==> src/rtl/hwseq_pkg.sv <==
package hwseq_pkg;

    typedef enum logic [1:0] {
        CYC_READ  = 2'd0,
        CYC_RSVD  = 2'd1,
        CYC_WRITE = 2'd2,
        CYC_ERASE = 2'd3
    } cyc_t;

    typedef enum logic [3:0] {
        ST_IDLE,
        ST_WREN,
        ST_WREN_GAP,
        ST_CMD,
        ST_ADDR,
        ST_DATA,
        ST_POLL_GAP,
        ST_POLL_CMD,
        ST_POLL_RD,
        ST_FINISH
    } seq_st_t;

    localparam logic [7:0] OP_READ        = 8'h03;
    localparam logic [7:0] OP_WREN        = 8'h06;
    localparam logic [7:0] OP_PROG        = 8'h02;
    localparam logic [7:0] OP_RDSR        = 8'h05;
    localparam logic [7:0] OP_ERASE_SMALL = 8'h20;
    localparam logic [7:0] OP_ERASE_LARGE = 8'hD8;

    localparam int REG_STATUS = 0;
    localparam int REG_CTRL   = 1;
    localparam int REG_ADDR   = 2;

endpackage

==> src/rtl/hwseq_spi_byte.sv <==
// One-byte full-duplex shifter, SPI mode 0. Each clock phase lasts DIV core cycles.
module hwseq_spi_byte #(
    parameter int DIV = 2,
    localparam int DW = (DIV > 1) ? $clog2(DIV) : 1
) (
    input  logic       clk,
    input  logic       rst_n,
    input  logic       go,
    input  logic [7:0] tx,
    input  logic       miso,
    output logic       sck,
    output logic       mosi,
    output logic       done,
    output logic [7:0] rx
);

    logic          active_q;
    logic [2:0]    bit_q;
    logic [DW-1:0] div_q;
    logic [7:0]    txs_q;
    logic          phase_end;

    assign phase_end = (div_q == DW'(DIV - 1));
    assign mosi      = txs_q[7];

    always_ff @(posedge clk or negedge rst_n) begin
        if (!rst_n) begin
            active_q <= 1'b0;
            bit_q    <= '0;
            div_q    <= '0;
            txs_q    <= '0;
            sck      <= 1'b0;
            done     <= 1'b0;
            rx       <= '0;
        end else begin
            done <= 1'b0;
            if (!active_q) begin
                if (go) begin
                    active_q <= 1'b1;
                    txs_q    <= tx;
                    bit_q    <= '0;
                    div_q    <= '0;
                    sck      <= 1'b0;
                end
            end else if (phase_end) begin
                div_q <= '0;
                if (!sck) begin
                    sck <= 1'b1;
                    rx  <= {rx[6:0], miso};
                end else begin
                    sck <= 1'b0;
                    if (bit_q == 3'd7) begin
                        active_q <= 1'b0;
                        done     <= 1'b1;
                    end else begin
                        bit_q <= bit_q + 3'd1;
                        txs_q <= {txs_q[6:0], 1'b0};
                    end
                end
            end else begin
                div_q <= div_q + DW'(1);
            end
        end
    end

endmodule

==> src/rtl/hwseq_databuf.sv <==
// Word-wide host port and byte-wide engine port onto the same storage.
module hwseq_databuf #(
    parameter int WORDS = 16,
    localparam int WIDX_W = $clog2(WORDS),
    localparam int BIDX_W = WIDX_W + 2
) (
    input  logic              clk,
    input  logic              rst_n,
    input  logic              h_we,
    input  logic [WIDX_W-1:0] h_idx,
    input  logic [31:0]       h_wdata,
    output logic [31:0]       h_rdata,
    input  logic              e_we,
    input  logic [BIDX_W-1:0] e_bidx,
    input  logic [7:0]        e_wbyte,
    output logic [7:0]        e_rbyte
);

    logic [31:0] words [WORDS];

    for (genvar w = 0; w < WORDS; w++) begin : g_word
        logic [31:0] word_q;
        logic        host_hit;
        logic        eng_hit;

        assign host_hit = h_we && (h_idx == WIDX_W'(w));
        assign eng_hit  = e_we && (e_bidx[BIDX_W-1:2] == WIDX_W'(w));

        always_ff @(posedge clk or negedge rst_n) begin
            if (!rst_n) begin
                word_q <= '0;
            end else begin
                if (host_hit) word_q <= h_wdata;
                if (eng_hit)  word_q[8*e_bidx[1:0] +: 8] <= e_wbyte;
            end
        end

        assign words[w] = word_q;
    end

    logic [31:0] eng_word;
    assign eng_word = words[e_bidx[BIDX_W-1:2]];
    assign e_rbyte  = eng_word[8*e_bidx[1:0] +: 8];
    assign h_rdata  = words[h_idx];

endmodule

==> src/rtl/hwseq_seq.sv <==
// Cycle sequencer: builds the frame sequence for read, program and erase.
module hwseq_seq
    import hwseq_pkg::*;
#(
    parameter int         CNT_W      = 6,
    parameter logic [1:0] ERASE_CODE = 2'd1
) (
    input  logic             clk,
    input  logic             rst_n,
    input  logic             start,
    input  cyc_t             cyc_in,
    input  logic [CNT_W-1:0] cnt_in,
    input  logic [23:0]      addr_in,
    output logic             sh_go,
    output logic [7:0]       sh_tx,
    input  logic             sh_done,
    input  logic [7:0]       sh_rx,
    output logic [CNT_W-1:0] buf_bidx,
    output logic             buf_we,
    output logic [7:0]       buf_wbyte,
    input  logic [7:0]       buf_rbyte,
    output logic             cs_n,
    output logic             busy,
    output logic             set_done,
    output logic             set_err
);

    localparam logic [7:0] ERASE_OP = (ERASE_CODE == 2'd3) ? OP_ERASE_LARGE : OP_ERASE_SMALL;

    seq_st_t          state_q, state_d;
    cyc_t             type_q;
    logic [CNT_W-1:0] cnt_q;
    logic [CNT_W-1:0] idx_q;
    logic [23:0]      addr_q;
    logic [1:0]       ab_q;
    logic             launched_q;

    logic [8:0] span;
    logic       bad_req;
    logic       byte_state;

    assign span    = {1'b0, addr_in[7:0]} + 9'(cnt_in);
    assign bad_req = (cyc_in == CYC_RSVD) || ((cyc_in != CYC_ERASE) && span[8]);

    // next-state logic
    always_comb begin
        state_d = state_q;
        unique case (state_q)
            ST_IDLE: begin
                if (start && !bad_req)
                    state_d = (cyc_in == CYC_READ) ? ST_CMD : ST_WREN;
            end
            ST_WREN:     if (sh_done) state_d = ST_WREN_GAP;
            ST_WREN_GAP: state_d = ST_CMD;
            ST_CMD:      if (sh_done) state_d = ST_ADDR;
            ST_ADDR: begin
                if (sh_done && ab_q == 2'd2)
                    state_d = (type_q == CYC_ERASE) ? ST_POLL_GAP : ST_DATA;
            end
            ST_DATA: begin
                if (sh_done && idx_q == cnt_q)
                    state_d = (type_q == CYC_READ) ? ST_FINISH : ST_POLL_GAP;
            end
            ST_POLL_GAP: state_d = ST_POLL_CMD;
            ST_POLL_CMD: if (sh_done) state_d = ST_POLL_RD;
            ST_POLL_RD: begin
                if (sh_done) state_d = sh_rx[0] ? ST_POLL_GAP : ST_FINISH;
            end
            ST_FINISH:   state_d = ST_IDLE;
            default:     state_d = ST_IDLE;
        endcase
    end

    // state register and cycle context
    always_ff @(posedge clk or negedge rst_n) begin
        if (!rst_n) begin
            state_q    <= ST_IDLE;
            type_q     <= CYC_READ;
            cnt_q      <= '0;
            idx_q      <= '0;
            addr_q     <= '0;
            ab_q       <= '0;
            launched_q <= 1'b0;
        end else begin
            state_q <= state_d;
            if (state_q == ST_IDLE && start && !bad_req) begin
                type_q <= cyc_in;
                cnt_q  <= cnt_in;
                addr_q <= addr_in;
                idx_q  <= '0;
                ab_q   <= '0;
            end
            if (sh_go)
                launched_q <= 1'b1;
            else if (sh_done)
                launched_q <= 1'b0;
            if (sh_done && state_q == ST_ADDR) ab_q  <= ab_q + 2'd1;
            if (sh_done && state_q == ST_DATA) idx_q <= idx_q + CNT_W'(1);
        end
    end

    // outputs
    always_comb begin
        byte_state = 1'b0;
        sh_tx      = 8'h00;
        unique case (state_q)
            ST_WREN: begin
                byte_state = 1'b1;
                sh_tx      = OP_WREN;
            end
            ST_CMD: begin
                byte_state = 1'b1;
                unique case (type_q)
                    CYC_WRITE: sh_tx = OP_PROG;
                    CYC_ERASE: sh_tx = ERASE_OP;
                    default:   sh_tx = OP_READ;
                endcase
            end
            ST_ADDR: begin
                byte_state = 1'b1;
                unique case (ab_q)
                    2'd0:    sh_tx = addr_q[23:16];
                    2'd1:    sh_tx = addr_q[15:8];
                    default: sh_tx = addr_q[7:0];
                endcase
            end
            ST_DATA: begin
                byte_state = 1'b1;
                sh_tx      = (type_q == CYC_WRITE) ? buf_rbyte : 8'h00;
            end
            ST_POLL_CMD: begin
                byte_state = 1'b1;
                sh_tx      = OP_RDSR;
            end
            ST_POLL_RD: begin
                byte_state = 1'b1;
            end
            default: begin
                byte_state = 1'b0;
            end
        endcase
    end

    assign sh_go     = byte_state && !launched_q;
    assign cs_n      = !byte_state;
    assign busy      = (state_q != ST_IDLE);
    assign set_done  = (state_q == ST_FINISH);
    assign set_err   = (state_q == ST_IDLE) && start && bad_req;
    assign buf_bidx  = idx_q;
    assign buf_we    = (state_q == ST_DATA) && (type_q == CYC_READ) && sh_done;
    assign buf_wbyte = sh_rx;

endmodule

==> src/rtl/hwseq_flash_engine.sv <==
// Register front end of the flash cycle engine.
module hwseq_flash_engine
    import hwseq_pkg::*;
#(
    parameter int         CLK_DIV    = 2,
    parameter logic [1:0] ERASE_CODE = 2'd1,
    parameter int         BUF_WORDS  = 16,
    parameter int         ADDR_BITS  = 25,
    localparam int        WIDX_W     = $clog2(BUF_WORDS),
    localparam int        REG_AW     = WIDX_W + 1,
    localparam int        CNT_W      = WIDX_W + 2
) (
    input  logic              clk,
    input  logic              rst_n,
    input  logic              reg_wr,
    input  logic [REG_AW-1:0] reg_addr,
    input  logic [31:0]       reg_wdata,
    output logic [31:0]       reg_rdata,
    output logic              spi_sck,
    output logic              spi_cs_n,
    output logic              spi_mosi,
    input  logic              spi_miso
);

    logic                 done_q, err_q;
    cyc_t                 ctrl_type_q;
    logic [CNT_W-1:0]     ctrl_cnt_q;
    logic                 ctrl_smi_q;
    logic [ADDR_BITS-1:0] faddr_q;

    logic busy, seq_set_done, seq_set_err;
    logic sel_buf, wr_status, wr_ctrl, wr_addr, start;

    assign sel_buf   = reg_addr[REG_AW-1];
    assign wr_status = reg_wr && (reg_addr == REG_AW'(REG_STATUS));
    assign wr_ctrl   = reg_wr && (reg_addr == REG_AW'(REG_CTRL));
    assign wr_addr   = reg_wr && (reg_addr == REG_AW'(REG_ADDR));
    assign start     = wr_ctrl && reg_wdata[0] && !busy;

    always_ff @(posedge clk or negedge rst_n) begin
        if (!rst_n) begin
            done_q      <= 1'b0;
            err_q       <= 1'b0;
            ctrl_type_q <= CYC_READ;
            ctrl_cnt_q  <= '0;
            ctrl_smi_q  <= 1'b0;
            faddr_q     <= '0;
        end else begin
            if (seq_set_done)                    done_q <= 1'b1;
            else if (wr_status && reg_wdata[0])  done_q <= 1'b0;
            if (seq_set_err)                     err_q  <= 1'b1;
            else if (wr_status && reg_wdata[1])  err_q  <= 1'b0;
            if (wr_ctrl && !busy) begin
                ctrl_type_q <= cyc_t'(reg_wdata[2:1]);
                ctrl_cnt_q  <= reg_wdata[8 +: CNT_W];
                ctrl_smi_q  <= reg_wdata[15];
            end
            if (wr_addr) faddr_q <= reg_wdata[ADDR_BITS-1:0];
        end
    end

    logic             sh_go, sh_done;
    logic [7:0]       sh_tx, sh_rx;
    logic [CNT_W-1:0] buf_bidx;
    logic             buf_we;
    logic [7:0]       buf_wbyte, buf_rbyte;
    logic [31:0]      buf_rdata;

    hwseq_seq #(.CNT_W(CNT_W), .ERASE_CODE(ERASE_CODE)) seq_i (
        .clk       (clk),
        .rst_n     (rst_n),
        .start     (start),
        .cyc_in    (cyc_t'(reg_wdata[2:1])),
        .cnt_in    (reg_wdata[8 +: CNT_W]),
        .addr_in   (faddr_q[23:0]),
        .sh_go     (sh_go),
        .sh_tx     (sh_tx),
        .sh_done   (sh_done),
        .sh_rx     (sh_rx),
        .buf_bidx  (buf_bidx),
        .buf_we    (buf_we),
        .buf_wbyte (buf_wbyte),
        .buf_rbyte (buf_rbyte),
        .cs_n      (spi_cs_n),
        .busy      (busy),
        .set_done  (seq_set_done),
        .set_err   (seq_set_err)
    );

    hwseq_spi_byte #(.DIV(CLK_DIV)) shift_i (
        .clk   (clk),
        .rst_n (rst_n),
        .go    (sh_go),
        .tx    (sh_tx),
        .miso  (spi_miso),
        .sck   (spi_sck),
        .mosi  (spi_mosi),
        .done  (sh_done),
        .rx    (sh_rx)
    );

    hwseq_databuf #(.WORDS(BUF_WORDS)) buf_i (
        .clk     (clk),
        .rst_n   (rst_n),
        .h_we    (reg_wr && sel_buf),
        .h_idx   (reg_addr[WIDX_W-1:0]),
        .h_wdata (reg_wdata),
        .h_rdata (buf_rdata),
        .e_we    (buf_we),
        .e_bidx  (buf_bidx),
        .e_wbyte (buf_wbyte),
        .e_rbyte (buf_rbyte)
    );

    logic [15:0] status_word, ctrl_word;
    assign status_word = {10'b0, busy, ERASE_CODE, 1'b0, err_q, done_q};
    assign ctrl_word   = {ctrl_smi_q, 1'b0, ctrl_cnt_q, 5'b0, ctrl_type_q, 1'b0};

    always_comb begin
        reg_rdata = '0;
        if (sel_buf)                                reg_rdata = buf_rdata;
        else if (reg_addr == REG_AW'(REG_STATUS))   reg_rdata = {16'b0, status_word};
        else if (reg_addr == REG_AW'(REG_CTRL))     reg_rdata = {16'b0, ctrl_word};
        else if (reg_addr == REG_AW'(REG_ADDR))     reg_rdata = 32'(faddr_q);
    end

endmodule

==> config.mk <==
export PLATFORM = sky130hd
export DESIGN_NAME = hwseq_flash_engine
export DESIGN_NICKNAME = d
export VERILOG_FILES = /design/src/rtl/hwseq_pkg.sv /design/src/rtl/hwseq_spi_byte.sv /design/src/rtl/hwseq_databuf.sv /design/src/rtl/hwseq_seq.sv /design/src/rtl/hwseq_flash_engine.sv
export SDC_FILE = /design/constraint.sdc
export NUM_CORES = 2
export LEC_CHECK = 0
export CAP_MARGIN = 20
export CORE_ASPECT_RATIO = 0.6
export CORE_MARGIN = 5
export CORE_UTILIZATION = 47
export DETAILED_ROUTE_END_ITERATION = 16
export DONT_BUFFER_PORTS = 1
export GPL_TIMING_DRIVEN = 0
export PLACE_DENSITY = 0.62
export SLEW_MARGIN = 20
export SYNTH_ARGS = -nofsm -noshare
export SYNTH_HDL_FRONTEND = slang
export SYNTH_SLANG_ARGS = --single-unit
==> constraint.sdc <==
create_clock -name clk -period 12.5 [get_ports clk]
set_clock_uncertainty 0.15 [all_clocks]
set_input_delay 3.75 -clock clk [delete_from_list [all_inputs] [get_ports clk]]
set_output_delay 3.75 -clock clk [all_outputs]
set_load 0.01 [all_outputs]
After elaboration in Yosys (flattened, before gate mapping)
Index checks and enable logic that the tools add are counted.

storage, ports and cells
  bits of input ports = 41
  register bits = 616

operators by class
  shift-type cells = 3
  mux-type cells = 110
  equal/unequal tests = 59
  reduce and logical (&&, ||, !) cells = 77
  bitwise logic cells = 3
  $add $sub $neg = 6
  $lt $le $gt $ge = 2

operators by type and width
  cell                                                    count
  2-to-1 mux 32 bit                                       37
  bitwise mux 32 bit                                      16
  binary-select mux 32 bit (select 4 bit)                 2
  2-to-1 mux 25 bit                                       3
  equality test 4 bit (second input constant)             18
  logical AND 1 bit                                       53
  equality test 4 x 3 -> 1 bit (second input constant)    12
  2-to-1 mux 8 bit                                        6
  case mux 8 bit (5 select lines)                         1
  2-to-1 mux 4 bit                                        9
  case mux 4 bit (9 select lines)                         1
  negation 5 -> 34 bit                                    1
  variable shift 8 x 34 -> 32 bit (first input constant)  1
  variable part select 8 x 34 -> 32 bit                   1
  variable part select 32 x 6 -> 8 bit                    1
  equality test 4 x 2 -> 1 bit (second input constant)    6
  2-to-1 mux 1 bit                                        22
  != test 2 x 1 -> 1 bit (second input constant)          8
  case mux 8 bit (2 select lines)                         1
  2-to-1 mux 3 bit                                        5
  equality test 4 x 1 -> 1 bit (second input constant)    3
  zero test 4 bit                                         3
  2-to-1 mux 6 bit                                        2
  case mux 6 bit (2 select lines)                         1
  other kinds (27)                                        47

Longest topological paths before layout
  depth in word-level cells = 9
  mapped depth = 10
  mapped depth without buffers = 8

Modules after synthesis
From an unflattened synthesis, not the netlist that was laid out.

second synthesis, totals
  cell total of the unflattened synthesis = 2917
  area, all modules = 36363.6 um^2

modules (own cells, without submodules)
  module              sequential area each (um^2)  area an instance (um^2)  cells each  times used
  hwseq_databuf       12812.3                      30701.9                  2435        1
  hwseq_seq           1126.1                       2660.1                   259         1
  hwseq_flash_engine  900.9                        1961.9                   152         1
  hwseq_spi_byte      575.6                        1039.7                   71          1

Worst setup path after synthesis
No wires, ideal clock.

  path kind = input port to output port
  from = input reg_addr[1]
  to = output reg_rdata[14]
  buffers on the path = 3
  slack = 3.087 ns
  arrival = 5.513 ns
  stages = 6
  path through = buf_2 clkbuf_1 clkbuf_1 mux4_2 mux4_2 a22o_1

on the way
  word-level cells in the longest chain between the ends = 5
  elaborated cells between the ends (all ways) = 11
  classes of those cells = eq/ne (2); mux (7); bitwise (1); reduce/logical (1)

ends and longest elaborated chain
  item                                                                                       line                                            RTL
  start, declared                                                                            hwseq_flash_engine.sv:16                        input logic [REG_AW-1:0] reg_addr,
  inverter 4 -> 5 bit (implied by the code) or equality test 5 x 2 -> 1 bit (tied branches)  hwseq_databuf.sv:44, hwseq_flash_engine.sv:124
  binary-select mux 32 bit (select 4 bit) or 2-to-1 mux 25 bit (tied branches)               hwseq_databuf.sv:44, hwseq_flash_engine.sv:124
  2-to-1 mux 32 bit (implied by the code) or 2-to-1 mux 25 bit (tied branches)               hwseq_databuf.sv:44, hwseq_flash_engine.sv:123
  2-to-1 mux 32 bit (implied by the code) or 2-to-1 mux 25 bit (tied branches)               hwseq_databuf.sv:44, hwseq_flash_engine.sv:122
  2-to-1 mux 32 bit (*)                                                                      hwseq_flash_engine.sv:121                       if (sel_buf) reg_rdata = buf_rdata;
  end, declared                                                                              hwseq_flash_engine.sv:18                        output logic [31:0] reg_rdata,

Mark *: on every way between the ends. The rest lies on a longest branch, timed or not. The select of a mux whose other input is x is not followed.

Worst setup path in the final report
  from = input reg_addr[1]
  to = output reg_rdata[31]

on the way
  word-level cells in the longest chain between the ends = 5

ends and longest elaborated chain
  item                                                   line                       RTL
  inverter 4 -> 5 bit (implied by the code)              hwseq_databuf.sv:44        assign h_rdata = words[h_idx];
  binary-select mux 32 bit (select 4 bit)                hwseq_databuf.sv:44
  2-to-1 mux 32 bit (implied by the code) (2 in series)  hwseq_databuf.sv:44
  2-to-1 mux 32 bit                                      hwseq_flash_engine.sv:121

Every way passes these cells. The select of a mux whose other input is x is not followed.

==> impl_metrics.env <==
export IMPL_status="finished with violations"
export IMPL_violations="slew limit"
export IMPL_io_buffers=0
export IMPL_worstPathCellList="buf_2, clkbuf_1, clkbuf_1, mux4_2, mux4_2, and2_1"
export IMPL_required_ns=8.60
export IMPL_core_mm2=0.0759
export IMPL_clock_latency_ns=0.71
export IMPL_swShare_pct=39.0
export IMPL_clock_power_share_pct=27.6
export IMPL_relSlewSlack_pct=-160
export IMPL_setup_viol_count_final=0
export IMPL_crit_path_start_kind="input pin"
export IMPL_ys_ff_latch=616
export IMPL_dp_cells=3878
export IMPL_hp_class="reg -> reg"
export IMPL_drc=0
export IMPL_place_congestion=1.04
export IMPL_fin_tns_setup_ns=0
export IMPL_fp_dieArea_mm2=0.0829
export IMPL_grt_pass1_vias=30600
export IMPL_htreeDepth=2
export IMPL_synthCells=2873
export IMPL_viasPerCell=7.95
export IMPL_synth_seq_area_share_pct=42.6
export IMPL_final_antenna_net_count=0
export IMPL_ios=76
export IMPL_drive_gt1_share_pct=23.5
export IMPL_synth_edf_count=0
export IMPL_pwr_share_seq_pct=38.3
export IMPL_tritoncts="done"
export IMPL_synth_top_area_cell="dfrtp_1"
export IMPL_num_vias=31800
export IMPL_route_met2_wl_um=66800
export IMPL_drtPass1Iterations=9
export IMPL_clk_pin_slew_worst_paths_ns=0.07
export IMPL_crit_fanout=10
export IMPL_placed_area_mm2=0.0375
export IMPL_num_rows=78
export IMPL_fin_ws_ns=1.96
export IMPL_synthFlopType="dfrtp_1"
export IMPL_grt_pass1_wl_um=245000
export IMPL_grt_max_degree=617
export IMPL_finalCritPeriodShare_pct=84.3
export IMPL_die_h_um=225
export IMPL_die_x_um=368
export IMPL_holdBufCountCts=0
export IMPL_min_period_ns=10.54
export IMPL_clock_sinks=616
export IMPL_finalHoldViolations=0
export IMPL_clock_fmax_mhz=94.9
export IMPL_crit_arrival_ns=6.64
export IMPL_track_usage_pct=42.3
export IMPL_p_int_uw=4510
export IMPL_cts_buffers=61
export IMPL_antenna_found_initial=15
export IMPL_syn_num_nets=2928
export IMPL_wirelength_um=179000
export IMPL_drtIter0Drc=5686
export IMPL_fin_cells=3997
export IMPL_critPathMaxStageDelay_ns=0.90
export IMPL_hpwl_um=124000
export IMPL_post_place_ws_ns=2.10
export IMPL_stdcell_area_mm2=0.0397
export IMPL_switchingPower_uw=2880
export IMPL_top_layer_used="met5"
export IMPL_reg2reg_slack_ns=7.62
export IMPL_synthArstFlopShare_pct=100
export IMPL_synth_area_mm2=0.0362
export IMPL_crit_slowest_cell="clkbuf_1"
export IMPL_wl_met3_um=33500
export IMPL_synth_area_per_cell_um2=12.6
export IMPL_cap_viol_max_count=0
export IMPL_cts_setup_buffers=0
export IMPL_power_per_cell_area_mw_per_mm2=186
export IMPL_nNetsFinal=2997
export IMPL_routedLengthMet1_um=67700
export IMPL_cts_max_path_buffers=3
export IMPL_combinationalPowerShare_pct=34.1
export IMPL_setup_worst_path_end_class="primary output"
export IMPL_initial_utilization_pct=47.7
export IMPL_ys_warn_count=0
export IMPL_area_growth_syn_to_layout_pct=9.56
export IMPL_root_buffer="clkbuf_16"
export IMPL_tightest_slew_ns=3.89
export IMPL_overflow=0
export IMPL_synth_area_top_cells="dfrtp_1 43%, mux4_2 17%, mux2i_1 15%"
export IMPL_wire_per_inst_um=44.8
export IMPL_crit_type="in -> out"
export IMPL_p_leak_uw=0.0152
export IMPL_ys_types=70
export IMPL_synth_top_cell_area_share_pct=42.6
export IMPL_peakVddDrop_v=0.000128
export IMPL_slew_violations=423
export IMPL_post_cts_resized=0
export IMPL_rsz0062_at_grt="no"
[Yosys cell counts (9+ instances only)]
library cell / number
a211oi_1: 9
a21oi_1: 20
a222oi_1: 16
a22o_1: 28
a22oi_1: 35
and2_1: 11
buf_1: 11
buf_2: 71
buf_4: 35
buf_6: 19
clkbuf_1: 174
dfrtp_1: 616
ha_1: 14
inv_1: 18
mux2_2: 83
mux2i_1: 554
mux4_2: 271
nand2_1: 89
nand3_1: 26
nor2_1: 57
nor2_2: 37
nor2_4: 9
nor3_1: 9
o21ai_0: 17
o221ai_1: 10
o22ai_1: 503
o22ai_2: 12
o31ai_1: 9
[registers in the layout, summed over array words and instances (netlist names), 2 cells and up]
register             cells
seq_i.addr_q            24
seq_i.state_q            4
seq_i.buf_bidx           6
shift_i.bit_q            3
buf_i.g_word.word_q    512
seq_i.cnt_q              6
ctrl_type_q              2
seq_i.ab_q               2
shift_i.txs_q            8
shift_i.rx               8
seq_i.type_q             2
ctrl_cnt_q               6
faddr_q                 25
[cell families (layout without fill, tap and decap cells)]
family / after synthesis / after routing / share of synthesized area (%)
adders and majority gates: 14 / 14 / 0.484
other: 0 / 7 / 0
buffers and inverters: 331 / 448 / 4.44
AOI/OAI and AO/OA: 690 / 690 / 12.8
muxes: 908 / 908 / 34.8
DFF: 616 / 616 / 42.6
xor gates and xnor gates: 7 / 7 / 0.169
and+or+nand+nor: 307 / 307 / 4.78
[power by group through the flow]
stage,Sequential [uW],Clock (uW),Combinational [uW]
3_3_place_gp,2780,0,2310
6_report,2830,2030,2520
5_1_grt,2850,2080,2560
2_1_floorplan,2630,0,1580
3_5_place_dp,2810,0,2370
4_1_cts,2780,2000,2380
[critical path, delay by kind of cell]
family / cells / cell delay, ns
buffers and inverters: 3 / 1.67
multiplexers: 2 / 0.97
AND/OR/NAND/NOR: 1 / 0.23
[final timing paths]
check                                                    to         startpoint  depth (start not counted)
worst max-delay path                          reg_rdata[31]        reg_addr[1]                          6
worst min-delay path                                  err_q              err_q                          2
worst max register to register  buf_i.g_word[11].word_q[10]  seq_i.buf_bidx[5]                          6
worst min register to register                        err_q              err_q                          2
max in group asynchronous        buf_i.g_word[6].word_q[28]              rst_n                          0
min in group asynchronous        buf_i.g_word[0].word_q[28]              rst_n                          0
[layout by cell type, fill, tap and decap left out, drive strengths merged, types with 5 or more instances in the layout]
cell     instances
o21ai           17
and2            11
clkbuf         264
o221ai          10
mux2i          554
a2111oi          5
a211oi           9
nor2           103
bufinv           5
and3             5
a21oi           21
o22ai          515
o31ai            9
a22o            28
o41ai            5
nor2b            7
a222oi          16
a22oi           35
buf            142
nor3            12
dfrtp          616
nand4            6
clkinv          11
nand3           27
mux2            83
ha              14
mux4           271
nand2b           6
inv             23
diode            7
nand2          105
[metal layers]
metal | up-vias | GRT usage (%)
met1 | 16300 | 56.5
met4 | 18 | 20.7
met3 | 690 | 25.9
li1 | 11600 | -
met5 | - | 2.43
met2 | 3247 | 53.1
[per-stage QoR]
step	power [uW]	util (%)	hold WS, ns
after floorplan	4210	-	0.296
after global placement	5090	49.3	0.330
after detailed placement	5180	49.5	0.324
after CTS	7160	52.2	0.339
after global routing	7500	52.2	0.373
final	7380	52.2	0.341
[area by class of cell]
type                       instances  area (um2)
timing repair buffer               6        67.6
antenna                            7        17.5
sequential                       616       15400
tap                             1000        1250
clock buffer                      90        1830
multi-input combinational       1926       19200
clock inverter                    21         253
inverter                          21        81.3
buffer                           310        1550
fill                            6502       36300
Note: power is estimated with default switching activity, not from simulation.
